File: config.mk
export PLATFORM = sky130hd
export DESIGN_NAME = radio_txn_seq
export DESIGN_NICKNAME = d
export VERILOG_FILES = /design/src/rtl/rts_pkg.sv /design/src/rtl/rts_ack_timer.sv /design/src/rtl/rts_fsm.sv /design/src/rtl/rts_status.sv /design/src/rtl/radio_txn_seq.sv
export SDC_FILE = /design/constraint.sdc
export NUM_CORES = 1
export LEC_CHECK = 0
export CAP_MARGIN = 15
export CORE_UTILIZATION = 41
export CTS_CLUSTER_DIAMETER = 100
export DETAILED_ROUTE_END_ITERATION = 12
export HOLD_SLACK_MARGIN = 0.05
export PLACE_DENSITY = 0.76
export SLEW_MARGIN = 40
export SYNTH_ARGS = -nofsm -noshare
export SYNTH_HDL_FRONTEND = slang
export SYNTH_SLANG_ARGS = --single-unit
File: constraint.sdc
create_clock -name clk -period 2.18 [get_ports clk]
set_input_delay 0.654 -clock clk [delete_from_list [all_inputs] [get_ports clk]]
set_output_delay 0.654 -clock clk [all_outputs]
set_load 0.02 [all_outputs]
File: src/rtl/rts_pkg.sv
package rts_pkg;

  typedef enum logic [2:0] {
    ST_REST = 3'd0,
    ST_OSC  = 3'd1,
    ST_SYN  = 3'd2,
    ST_TXD  = 3'd3,
    ST_ACKW = 3'd4,
    ST_RXL  = 3'd5,
    ST_RXA  = 3'd6
  } rts_state_e;

  // The wait window is over once the cycle being spent is the last allowed one.
  // A limit of zero behaves like one.
  function automatic logic rts_window_over(input int unsigned elapsed,
                                           input int unsigned limit);
    return (elapsed + 1) >= limit;
  endfunction

endpackage

File: src/rtl/rts_ack_timer.sv
module rts_ack_timer #(
  parameter int TMO_W = 8
) (
  input  logic             clk,
  input  logic             rst_n,
  input  logic             run,
  input  logic [TMO_W-1:0] limit,
  output logic             expired
);
  import rts_pkg::*;

  localparam logic [TMO_W-1:0] CNT_MAX = {TMO_W{1'b1}};

  logic [TMO_W-1:0] cnt_q;

  always_ff @(posedge clk or negedge rst_n) begin
    if (!rst_n) begin
      cnt_q <= '0;
    end else if (!run) begin
      cnt_q <= '0;
    end else if (cnt_q != CNT_MAX) begin
      cnt_q <= cnt_q + 1'b1;
    end
  end

  assign expired = run && rts_window_over(32'(cnt_q), 32'(limit));

endmodule

File: src/rtl/rts_fsm.sv
module rts_fsm #(
  parameter int LEN_W = 8
) (
  input  logic             clk,
  input  logic             rst_n,
  input  logic             tx_go,
  input  logic [LEN_W-1:0] tx_len,
  input  logic             end_idle,
  input  logic             rx_txn_en,
  input  logic             osc_ready,
  input  logic             synth_locked,
  input  logic             tx_done,
  input  logic             rx_pkt_valid,
  input  logic             rx_ack_seen,
  input  logic             tmo_expired,
  output logic             osc_en,
  output logic             synth_en,
  output logic             tx_req,
  output logic [LEN_W-1:0] tx_len_out,
  output logic             ack_tx_req,
  output logic             rx_en,
  output logic             rx_buf_we,
  output logic             tx_busy,
  output logic             rx_active,
  output logic             ack_wait,
  output logic             ack_hit,
  output logic             tmo_end
);
  import rts_pkg::*;

  rts_state_e       st_q, st_d;
  logic             mode_rx_q;
  logic [LEN_W-1:0] len_q;
  logic             at_rest;

  assign at_rest = (st_q == ST_REST);

  always_comb begin
    st_d = st_q;
    unique case (st_q)
      ST_REST: if (tx_go || rx_txn_en) st_d = ST_OSC;
      ST_OSC:  if (osc_ready)          st_d = ST_SYN;
      ST_SYN:  if (synth_locked)       st_d = mode_rx_q ? ST_RXL : ST_TXD;
      ST_TXD:  if (tx_done)            st_d = ST_ACKW;
      ST_ACKW: if (rx_ack_seen || tmo_expired) st_d = ST_REST;
      ST_RXL: begin
        if (rx_pkt_valid)    st_d = ST_RXA;
        else if (!rx_txn_en) st_d = ST_REST;
      end
      ST_RXA:  if (tx_done)            st_d = ST_RXL;
      default: st_d = ST_REST;
    endcase
  end

  always_ff @(posedge clk or negedge rst_n) begin
    if (!rst_n) begin
      st_q      <= ST_REST;
      mode_rx_q <= 1'b0;
      len_q     <= '0;
    end else begin
      st_q <= st_d;
      if (at_rest && tx_go) begin
        mode_rx_q <= 1'b0;
        len_q     <= tx_len;
      end else if (at_rest && rx_txn_en) begin
        mode_rx_q <= 1'b1;
      end
    end
  end

  always_comb begin
    osc_en     = at_rest ? end_idle : 1'b1;
    synth_en   = (st_q != ST_REST) && (st_q != ST_OSC);
    tx_req     = (st_q == ST_TXD);
    ack_tx_req = (st_q == ST_RXA);
    ack_wait   = (st_q == ST_ACKW);
    rx_en      = ack_wait || (st_q == ST_RXL);
    rx_buf_we  = (st_q == ST_RXL) && rx_pkt_valid;
    tx_busy    = !at_rest && !mode_rx_q;
    rx_active  = !at_rest && mode_rx_q;
    ack_hit    = ack_wait && rx_ack_seen;
    tmo_end    = ack_wait && !rx_ack_seen && tmo_expired;
  end

  assign tx_len_out = len_q;

endmodule

File: src/rtl/rts_status.sv
module rts_status (
  input  logic clk,
  input  logic rst_n,
  input  logic rx_pkt_evt,
  input  logic ack_hit,
  input  logic tmo_end,
  input  logic irq_clear,
  output logic irq,
  output logic last_ack_ok,
  output logic last_tmo
);
  logic irq_set;

  assign irq_set = rx_pkt_evt || ack_hit || tmo_end;

  always_ff @(posedge clk or negedge rst_n) begin
    if (!rst_n) begin
      irq         <= 1'b0;
      last_ack_ok <= 1'b0;
      last_tmo    <= 1'b0;
    end else begin
      if (irq_set)        irq <= 1'b1;
      else if (irq_clear) irq <= 1'b0;
      if (ack_hit) begin
        last_ack_ok <= 1'b1;
        last_tmo    <= 1'b0;
      end else if (tmo_end) begin
        last_ack_ok <= 1'b0;
        last_tmo    <= 1'b1;
      end
    end
  end

endmodule

File: src/rtl/radio_txn_seq.sv
module radio_txn_seq #(
  parameter int LEN_W = 8,
  parameter int TMO_W = 8
) (
  input  logic             clk,
  input  logic             rst_n,
  input  logic             tx_go,
  input  logic [LEN_W-1:0] tx_len,
  input  logic             end_idle,
  input  logic             rx_txn_en,
  input  logic [TMO_W-1:0] ack_limit,
  input  logic             irq_clear,
  input  logic             osc_ready,
  input  logic             synth_locked,
  input  logic             tx_done,
  input  logic             rx_pkt_valid,
  input  logic             rx_ack_seen,
  output logic             osc_en,
  output logic             synth_en,
  output logic             tx_req,
  output logic [LEN_W-1:0] tx_len_out,
  output logic             ack_tx_req,
  output logic             rx_en,
  output logic             rx_buf_we,
  output logic             tx_busy,
  output logic             rx_active,
  output logic             irq,
  output logic             last_ack_ok,
  output logic             last_tmo
);

  logic ack_wait_w;
  logic ack_hit_w;
  logic tmo_end_w;
  logic tmo_expired_w;

  rts_ack_timer #(.TMO_W(TMO_W)) u_timer (
    .clk     (clk),
    .rst_n   (rst_n),
    .run     (ack_wait_w),
    .limit   (ack_limit),
    .expired (tmo_expired_w)
  );

  rts_fsm #(.LEN_W(LEN_W)) u_fsm (
    .clk          (clk),
    .rst_n        (rst_n),
    .tx_go        (tx_go),
    .tx_len       (tx_len),
    .end_idle     (end_idle),
    .rx_txn_en    (rx_txn_en),
    .osc_ready    (osc_ready),
    .synth_locked (synth_locked),
    .tx_done      (tx_done),
    .rx_pkt_valid (rx_pkt_valid),
    .rx_ack_seen  (rx_ack_seen),
    .tmo_expired  (tmo_expired_w),
    .osc_en       (osc_en),
    .synth_en     (synth_en),
    .tx_req       (tx_req),
    .tx_len_out   (tx_len_out),
    .ack_tx_req   (ack_tx_req),
    .rx_en        (rx_en),
    .rx_buf_we    (rx_buf_we),
    .tx_busy      (tx_busy),
    .rx_active    (rx_active),
    .ack_wait     (ack_wait_w),
    .ack_hit      (ack_hit_w),
    .tmo_end      (tmo_end_w)
  );

  rts_status u_status (
    .clk         (clk),
    .rst_n       (rst_n),
    .rx_pkt_evt  (rx_buf_we),
    .ack_hit     (ack_hit_w),
    .tmo_end     (tmo_end_w),
    .irq_clear   (irq_clear),
    .irq         (irq),
    .last_ack_ok (last_ack_ok),
    .last_tmo    (last_tmo)
  );

endmodule

==> results of run 1 <==
==> flip-flops by register name, indices dropped and copies added (netlist names) <==
signal / cells
u_status.last_ack_ok: 1
u_fsm.st_q: 3
u_status.last_tmo: 1
u_fsm.tx_len_out: 8
u_status.irq: 1
u_timer.cnt_q: 8
u_fsm.mode_rx_q: 1
==> synth_stat cells, types with 2 or more instances <==
cell | instances | share of area
o21ai_0 | 3 | 0.011
inv_1 | 9 | 0.025
nand3_1 | 5 | 0.018
nor2_1 | 18 | 0.049
xnor2_1 | 4 | 0.026
buf_2 | 2 | 0.0073
and3_1 | 3 | 0.014
and2_1 | 2 | 0.0091
or3_1 | 2 | 0.0091
mux2_2 | 9 | 0.074
nor2b_1 | 3 | 0.014
nand2b_1 | 3 | 0.014
ha_1 | 9 | 0.082
a21o_1 | 3 | 0.016
nor3_1 | 4 | 0.015
xor2_1 | 3 | 0.019
nand2_1 | 7 | 0.019
a21oi_1 | 3 | 0.011
nor2_2 | 2 | 0.0091
dfrtp_1 | 23 | 0.42
==> worst register-to-register path, delay by kind of cell (launching register included) <==
| family | cells | cell delay [ns] |
|---|---|---|
| DFF | 1 | 0.48 |
| adders and majority gates | 2 | 0.43 |
| xor gates and xnor gates | 1 | 0.16 |
| and+or+nand+nor | 1 | 0.36 |
| AOI/OAI and AO/OA | 4 | 0.88 |
==> metrics by stage <==
stage	total power, mW	TNS (ns)	hold WS (ns)	worst slack [ns]	area (µm²)
3_3_place_gp	1.76	-3.30	0.489	-0.609	2090
5_1_grt	2.14	-1.01	0.555	-0.285	2340
4_1_cts	1.98	-0.627	0.525	-0.278	2210
2_1_floorplan	1.25	-0.174	0.358	-0.174	1370
6_report	2.02	-0.497	0.520	-0.227	2340
3_5_place_dp	1.80	-3.59	0.494	-0.648	2090
==> power groups by stage <==
stage               clock network, mW  logic [mW]  registers (mW)
detailed placement                  0        1.16           0.640
global route                    0.219        1.26           0.662
finish                          0.196        1.18           0.641
floorplan                           0       0.528           0.722
CTS                             0.202        1.14           0.636
global placement                    0        1.13           0.631
==> layer usage <==
metal,vias up,wire [µm],part of all wire,global-route usage
met3,6,84,0.023,0.0173
met2,31,2060,0.56,0.408
li1,643,-,-,-
met5,-,0,0,0
met1,628,1470,0.40,0.264
met4,0,53,0.014,0.0731
==> final cells by class <==
class                      count  area, µm²  area share
multi-input combinational    102        923       0.395
timing repair buffer          80        712       0.304
sequential                    23        581       0.248
tap                           44       55.1      0.0235
inverter                      10       37.5      0.0161
clock buffer                   3       22.5     0.00963
clock inverter                 1       7.51     0.00321
==> cells by family (layout without fill, tap and decap cells) <==
logic type      after synthesis  count (layout)  synth area share
fa+ha+maj                     9               9            0.0821
compound gates               21              21             0.115
buf+inv                      15              94            0.0465
xor+xnor                      7               7            0.0447
flops                        23              23             0.420
simple gates                 55              55             0.211
mux                          10              10            0.0812
==> worst paths after layout <==
| check | start | to | slack, ns | depth (start not counted) |
|---|---|---|---|---|
| max | ack_limit[1] | u_status.irq | -0.23 | 8 |
| min | u_fsm.tx_len_out[5] | u_fsm.tx_len_out[5] | 0.52 | 1 |
| max reg2reg | u_timer.cnt_q[0] | u_status.irq | -0.21 | 8 |
| min reg2reg | u_fsm.tx_len_out[5] | u_fsm.tx_len_out[5] | 0.52 | 1 |
| max in group asynchronous | rst_n | u_timer.cnt_q[0] | 1.25 | 2 |
| min in group asynchronous | rst_n | u_fsm.tx_len_out[7] | 0.68 | 2 |
==> what timing repair did <==
item	in CTS	in global routing
setup endpoints to repair	13	11
setup buffers	2	2
resized for setup	36	32
pin swaps	15	6
hold buffers	0	0
cloned	0	0
==> impl_metrics.py, run 1 <==
metrics = {
    "finish": {
        "fin_nets": 256,
        "drive_gt1_frac": 0.411,
        "final_common_cell": "clkdlybuf4s50_1",
        "fin_cells": 263,
        "postLayoutCoreUtil": 0.754,
        "syn_to_final_growth_pct": 70.5,
        "antennaDiodeCount": 0,
        "layout_common_cells": "clkdlybuf4s50_1 (35), buf_4 (31), dfrtp_1 (19)",
        "fillerInstances": 225,
    },
    "pwr": {
        "p_sw_uw": 767,
        "leakagePower_nw": 1.12,
        "p_int_mw": 1.25,
        "p_comb_frac": 0.584,
        "p_clk_frac": 0.097,
        "powerDensity_mw_per_mm2": 862,
        "peakVddDrop_v": 0.000839,
        "seqPwrFrac": 0.318,
        "p_sw_frac": 0.381,
    },
    "worst_setup_path": {
        "endpoint_kind": "flip-flop",
        "worstPathMaxFanout": 2,
        "path_buf_inv": 2,
        "cpPeakStageDelay_ns": 0.45,
        "cp_data_required_time_ns": 2.38,
        "critical_path.startpoint_type": "input port",
        "cp_top_family": "compound AO/OA/AOI/OAI gates",
        "path_cells": "clkdlybuf4s50_1, inv_1, ha_1, a211o_1, a31oi_2, o311ai_2, or3_1, a221o_1",
        "critPathSlowestCell": "clkdlybuf4s50_1",
        "arrival_ns": 2.61,
        "critPathKind": "input port to flip-flop",
    },
    "yosys": {
        "synth_area_mm2": 0.00137,
        "synth_cell_types": 43,
        "synth_nets": 176,
        "ys_warn_count": 0,
        "synth_edf_count": 0,
        "synth_flop_cell": "dfrtp_1",
        "syn_inst": 140,
        "synth.yosys.seq_area_share": 0.420,
        "synth-seq-cells": 23,
        "syn_area_per_cell_um2": 9.80,
        "synthArstFlopShare": 1.00,
    },
    "drt": {
        "viasPerCell": 4.97,
        "vias": 1308,
        "drt_pass1_iterations": 4,
        "drt_iter0_markers": 26,
        "totalWireLength_um": 3670,
        "ant_nets": 0,
        "post_drt_wl_per_cell_um": 14.0,
        "drc": 0,
    },
    "global_routing": {
        "grt_start_max_net_pins": 24,
        "grt_pass1_vias": 1415,
        "overflow": 0,
        "track_usage": 0.220,
        "antenna_found_initial": 0,
        "grt_pass1_wl_um": 5920,
    },
    "placement": {
        "dp.cells": 255,
        "port_buffers": 45,
        "hpwlAfterDp_um": 2670,
        "place.gp.congestion": 0.808,
    },
    "sta": {
        "min_period_ns": 2.41,
        "setup_viol": 4,
        "max_slew_margin": 0.675,
        "fin_ws_ns": -0.227,
        "hold_violations": 0,
        "fin_crit_sh": 1.10,
        "rsz0062_at_grt": "yes",
        "fmax_mhz": 415,
        "drv_slew": 0,
        "worstMarginPinSlew_ns": 0.484,
        "finalClockSkew_ns": 0.00625,
    },
    "floorplanning": {
        "core_mm2": 0.00310,
        "die_area_mm2": 0.00358,
        "io_pins": 46,
        "die_w_um": 59.8,
        "floorplan.rows": 20,
        "initial_core_util": 0.442,
        "fp.dieH_um": 59.8,
    },
    "outcome": {
        "outcome": "finished with violations",
        "violations": "negative setup slack",
    },
    "cts": {
        "numCtsBuffers": 3,
        "path_clk_slew_ns": 0.13,
        "root_buffer": "clkbuf_4",
        "cts_tree": "built",
        "cts_sinks": 23,
        "clk_latency_ns": 0.30,
        "clockBufferDepth": 2,
        "cts_htree_levels": 1,
    },
    "job": {
        "cap_violations": 0,
    },
    "min_path": {
        "hp-class": "flip-flop to flip-flop",
    },
}
Note: power is estimated with default switching activity, not from simulation.
==> run 2, diff against run 1 <==
--- a/config.mk
+++ b/config.mk
@@ -6,12 +6,15 @@
 export NUM_CORES = 1
 export LEC_CHECK = 0
 export CAP_MARGIN = 15
-export CORE_UTILIZATION = 41
+export CELL_PAD_IN_SITES_DETAIL_PLACEMENT = 0
+export CELL_PAD_IN_SITES_GLOBAL_PLACEMENT = 1
+export CORE_UTILIZATION = 31
 export CTS_CLUSTER_DIAMETER = 100
 export DETAILED_ROUTE_END_ITERATION = 12
 export HOLD_SLACK_MARGIN = 0.05
-export PLACE_DENSITY = 0.76
+export PLACE_DENSITY_LB_ADDON = 0.1
 export SLEW_MARGIN = 40
 export SYNTH_ARGS = -nofsm -noshare
 export SYNTH_HDL_FRONTEND = slang
+export SYNTH_HIERARCHICAL = 1
 export SYNTH_SLANG_ARGS = --single-unit
==> impl_metrics.py, run 2 <==
metrics = {
    "cts": {
        "cts_sinks": 23,
        "path_clk_slew_ns": 0.08,
        "cts_tree": "built",
        "clk_latency_ns": 0.26,
        "numCtsBuffers": 3,
        "ctsHoldBuffers": 0,
        "root_buffer": "clkbuf_8",
        "cts_htree_levels": 1,
        "clockBufferDepth": 2,
    },
    "finish": {
        "final_common_cell": "clkdlybuf4s50_1",
        "final_area_mm2": 0.00233,
        "fin_nets": 261,
        "syn_to_final_growth_pct": 66.5,
        "antennaDiodeCount": 0,
        "layout_common_cells": "clkdlybuf4s50_1 (36), buf_4 (32), dfrtp_1 (21)",
        "postLayoutCoreUtil": 0.536,
        "drive_gt1_frac": 0.375,
    },
    "sta": {
        "fin_setup_tns_ns": -0.548,
        "fin_ws_ns": -0.135,
        "max_slew_margin": 0.797,
        "min_period_ns": 2.32,
        "worstMarginPinSlew_ns": 0.305,
        "fmax_mhz": 432,
        "finalClockSkew_ns": 0.00196,
        "drv_slew": 0,
        "setup_viol": 6,
        "rsz0062_at_grt": "yes",
        "fin_crit_sh": 1.06,
        "hold_violations": 0,
    },
    "global_routing": {
        "grt_pass1_wl_um": 5790,
        "grt_start_max_net_pins": 24,
        "grt_pass1_vias": 1319,
        "track_usage": 0.145,
        "overflow": 0,
        "antenna_found_initial": 0,
    },
    "placement": {
        "port_buffers": 45,
        "dpl-instance-area_mm2": 0.00213,
        "hpwlAfterDp_um": 2550,
        "place.gp.congestion": 0.877,
    },
    "floorplanning": {
        "core_mm2": 0.00435,
        "floorplan.rows": 24,
        "fp.dieH_um": 69.3,
        "die_w_um": 69.3,
        "initial_core_util": 0.322,
        "die_area_mm2": 0.00480,
        "io_pins": 46,
    },
    "yosys": {
        "yosys-top-cells-area": "dfrtp_1 (41%), ha_1 (8.0%), mux2_2 (5.6%)",
        "synth_edf_count": 0,
        "synth_area_mm2": 0.00140,
        "yosys-top-cells-count": "dfrtp_1 (23), nor2_1 (18), inv_1 (13)",
        "synth_flop_cell": "dfrtp_1",
        "yosysMostFrequentCell": "dfrtp_1",
        "yosysTopAreaCell": "dfrtp_1",
        "synth_cell_types": 39,
        "synthArstFlopShare": 1.00,
        "syn_inst": 144,
        "ys_warn_count": 6,
        "synth_top_cell_area_share": 0.410,
        "synth_nets": 180,
        "synth-seq-cells": 23,
        "syn_area_per_cell_um2": 9.74,
        "synth.yosys.seq_area_share": 0.410,
    },
    "drt": {
        "viasPerCell": 4.67,
        "vias": 1290,
        "drt_pass1_iterations": 4,
        "drt_iter0_markers": 40,
        "post_drt_wl_per_cell_um": 11.7,
        "drc": 0,
        "ant_nets": 0,
        "totalWireLength_um": 3240,
    },
    "job": {
        "cap_violations": 0,
    },
    "pwr": {
        "powerDensity_mw_per_mm2": 937,
        "power_mw": 2.19,
        "peakVddDrop_v": 0.000534,
        "leakagePower_nw": 1.09,
    },
    "worst_setup_path": {
        "path_cells": "ha_4, nand3_4, xnor2_1, ha_1, a21oi_1, o21ai_2, a21oi_2, o21ai_2, nor4b_4, buf_4, nor3_2, o21ai_1",
        "critPathKind": "flip-flop to flip-flop",
        "endpoint_kind": "flip-flop",
        "cpMostUsedCell": "o21ai_2",
        "cp_data_required_time_ns": 2.33,
        "critical_path.startpoint_type": "flip-flop",
        "worstPathMaxFanout": 3,
        "arrival_ns": 2.47,
        "cp_top_family": "compound AO/OA/AOI/OAI gates",
        "critPathSlowestCell": "dfrtp_1",
        "cpPeakStageDelay_ns": 0.42,
        "path_buf_inv": 1,
        "r2r_slack_ns": -0.14,
    },
    "outcome": {
        "outcome": "finished with violations",
        "violations": "negative setup slack",
    },
    "min_path": {
        "hp-class": "flip-flop to flip-flop",
    },
}
==> run 2: cell count changes after synthesis, sizes merged, moves of 2 or more <==
cell    delta
o21ai      +7
a21oi      +4
or2b       +4
inv        +3
a21o       -2
a31oi      +2
clkbuf     -2
nand2      +2
nand2b     -2
nand3      -2
==> run 2: worst register-to-register path, delay by kind of cell (launching register included) <==
kind                     cells  cell delay [ns]
AND/OR/NAND/NOR              3             0.38
XOR/XNOR                     1             0.22
buffers and inverters        1             0.14
AO/OA/AOI/OAI                5             0.60
flip-flops                   1             0.42
adder cells (fa/ha/maj)      2             0.45
==> run 2: worst paths after layout <==
check,start,endpoint,cells past startpoint
hold reg to reg,u_status/last_ack_ok,u_status/last_ack_ok,1
hold / removal,u_status/last_ack_ok,u_status/last_ack_ok,1
min in group asynchronous,rst_n,u_fsm/tx_len_out[6],2
max in group asynchronous,rst_n,u_timer/cnt_q[2],2
setup / recovery,u_timer/cnt_q[1],u_status/irq,12
setup reg to reg,u_timer/cnt_q[1],u_status/irq,12
==> run 2: repair_timing <==
action                     in CTS  in global routing
setup endpoints to repair      13                 10
gates resized for setup        32                 19
buffers inserted                5                  2
pin swaps                       9                 11
gates cloned                    0                  0
==> run 2: logic make-up (layout without fill, tap and decap cells) <==
logic type	Yosys count	in the layout	share of synthesized area
AND/OR/NAND/NOR	53	53	0.210
XOR/XNOR	6	6	0.0375
AO/OA/AOI/OAI	27	27	0.120
buffers and inverters	16	96	0.0571
multiplexers	10	10	0.0848
adder cells (fa/ha/maj)	9	9	0.0803
flip-flops	23	23	0.410
==> run 2: area by class of cell <==
cell class                 count  area [µm²]
fill                         384        2020
sequential                    23         578
tap                           52        65.1
inverter                      13        48.8
clock buffer                   3        41.3
clock inverter                 1        5.00
timing repair buffer          79         693
multi-input combinational    105         903
==> run 2: routing by layer <==
layer | vias up | global-route usage | wire [µm]
met5 | - | 0 | 0
met4 | 0 | 0.0340 | 12
met3 | 2 | 0.0189 | 86
met2 | 21 | 0.258 | 1730
met1 | 620 | 0.186 | 1410
li1 | 647 | - | -
==> run 2: metrics by stage <==
stage          cells  setup slack (ns)  hold WS [ns]
2_1_floorplan    144            0.0132         0.358
3_3_place_gp     265            -0.516         0.470
3_5_place_dp     265            -0.529         0.483
4_1_cts          274            -0.139         0.504
5_1_grt          276            -0.271         0.535
6_report         276            -0.135         0.500
==> run 2: power by group <==
part	total, mW	internal [mW]	switching, mW	leakage [nW]
registers	0.656	0.565	0.0905	0.289
logic	1.27	0.660	0.607	0.775
clock network	0.265	0.127	0.137	0.0255
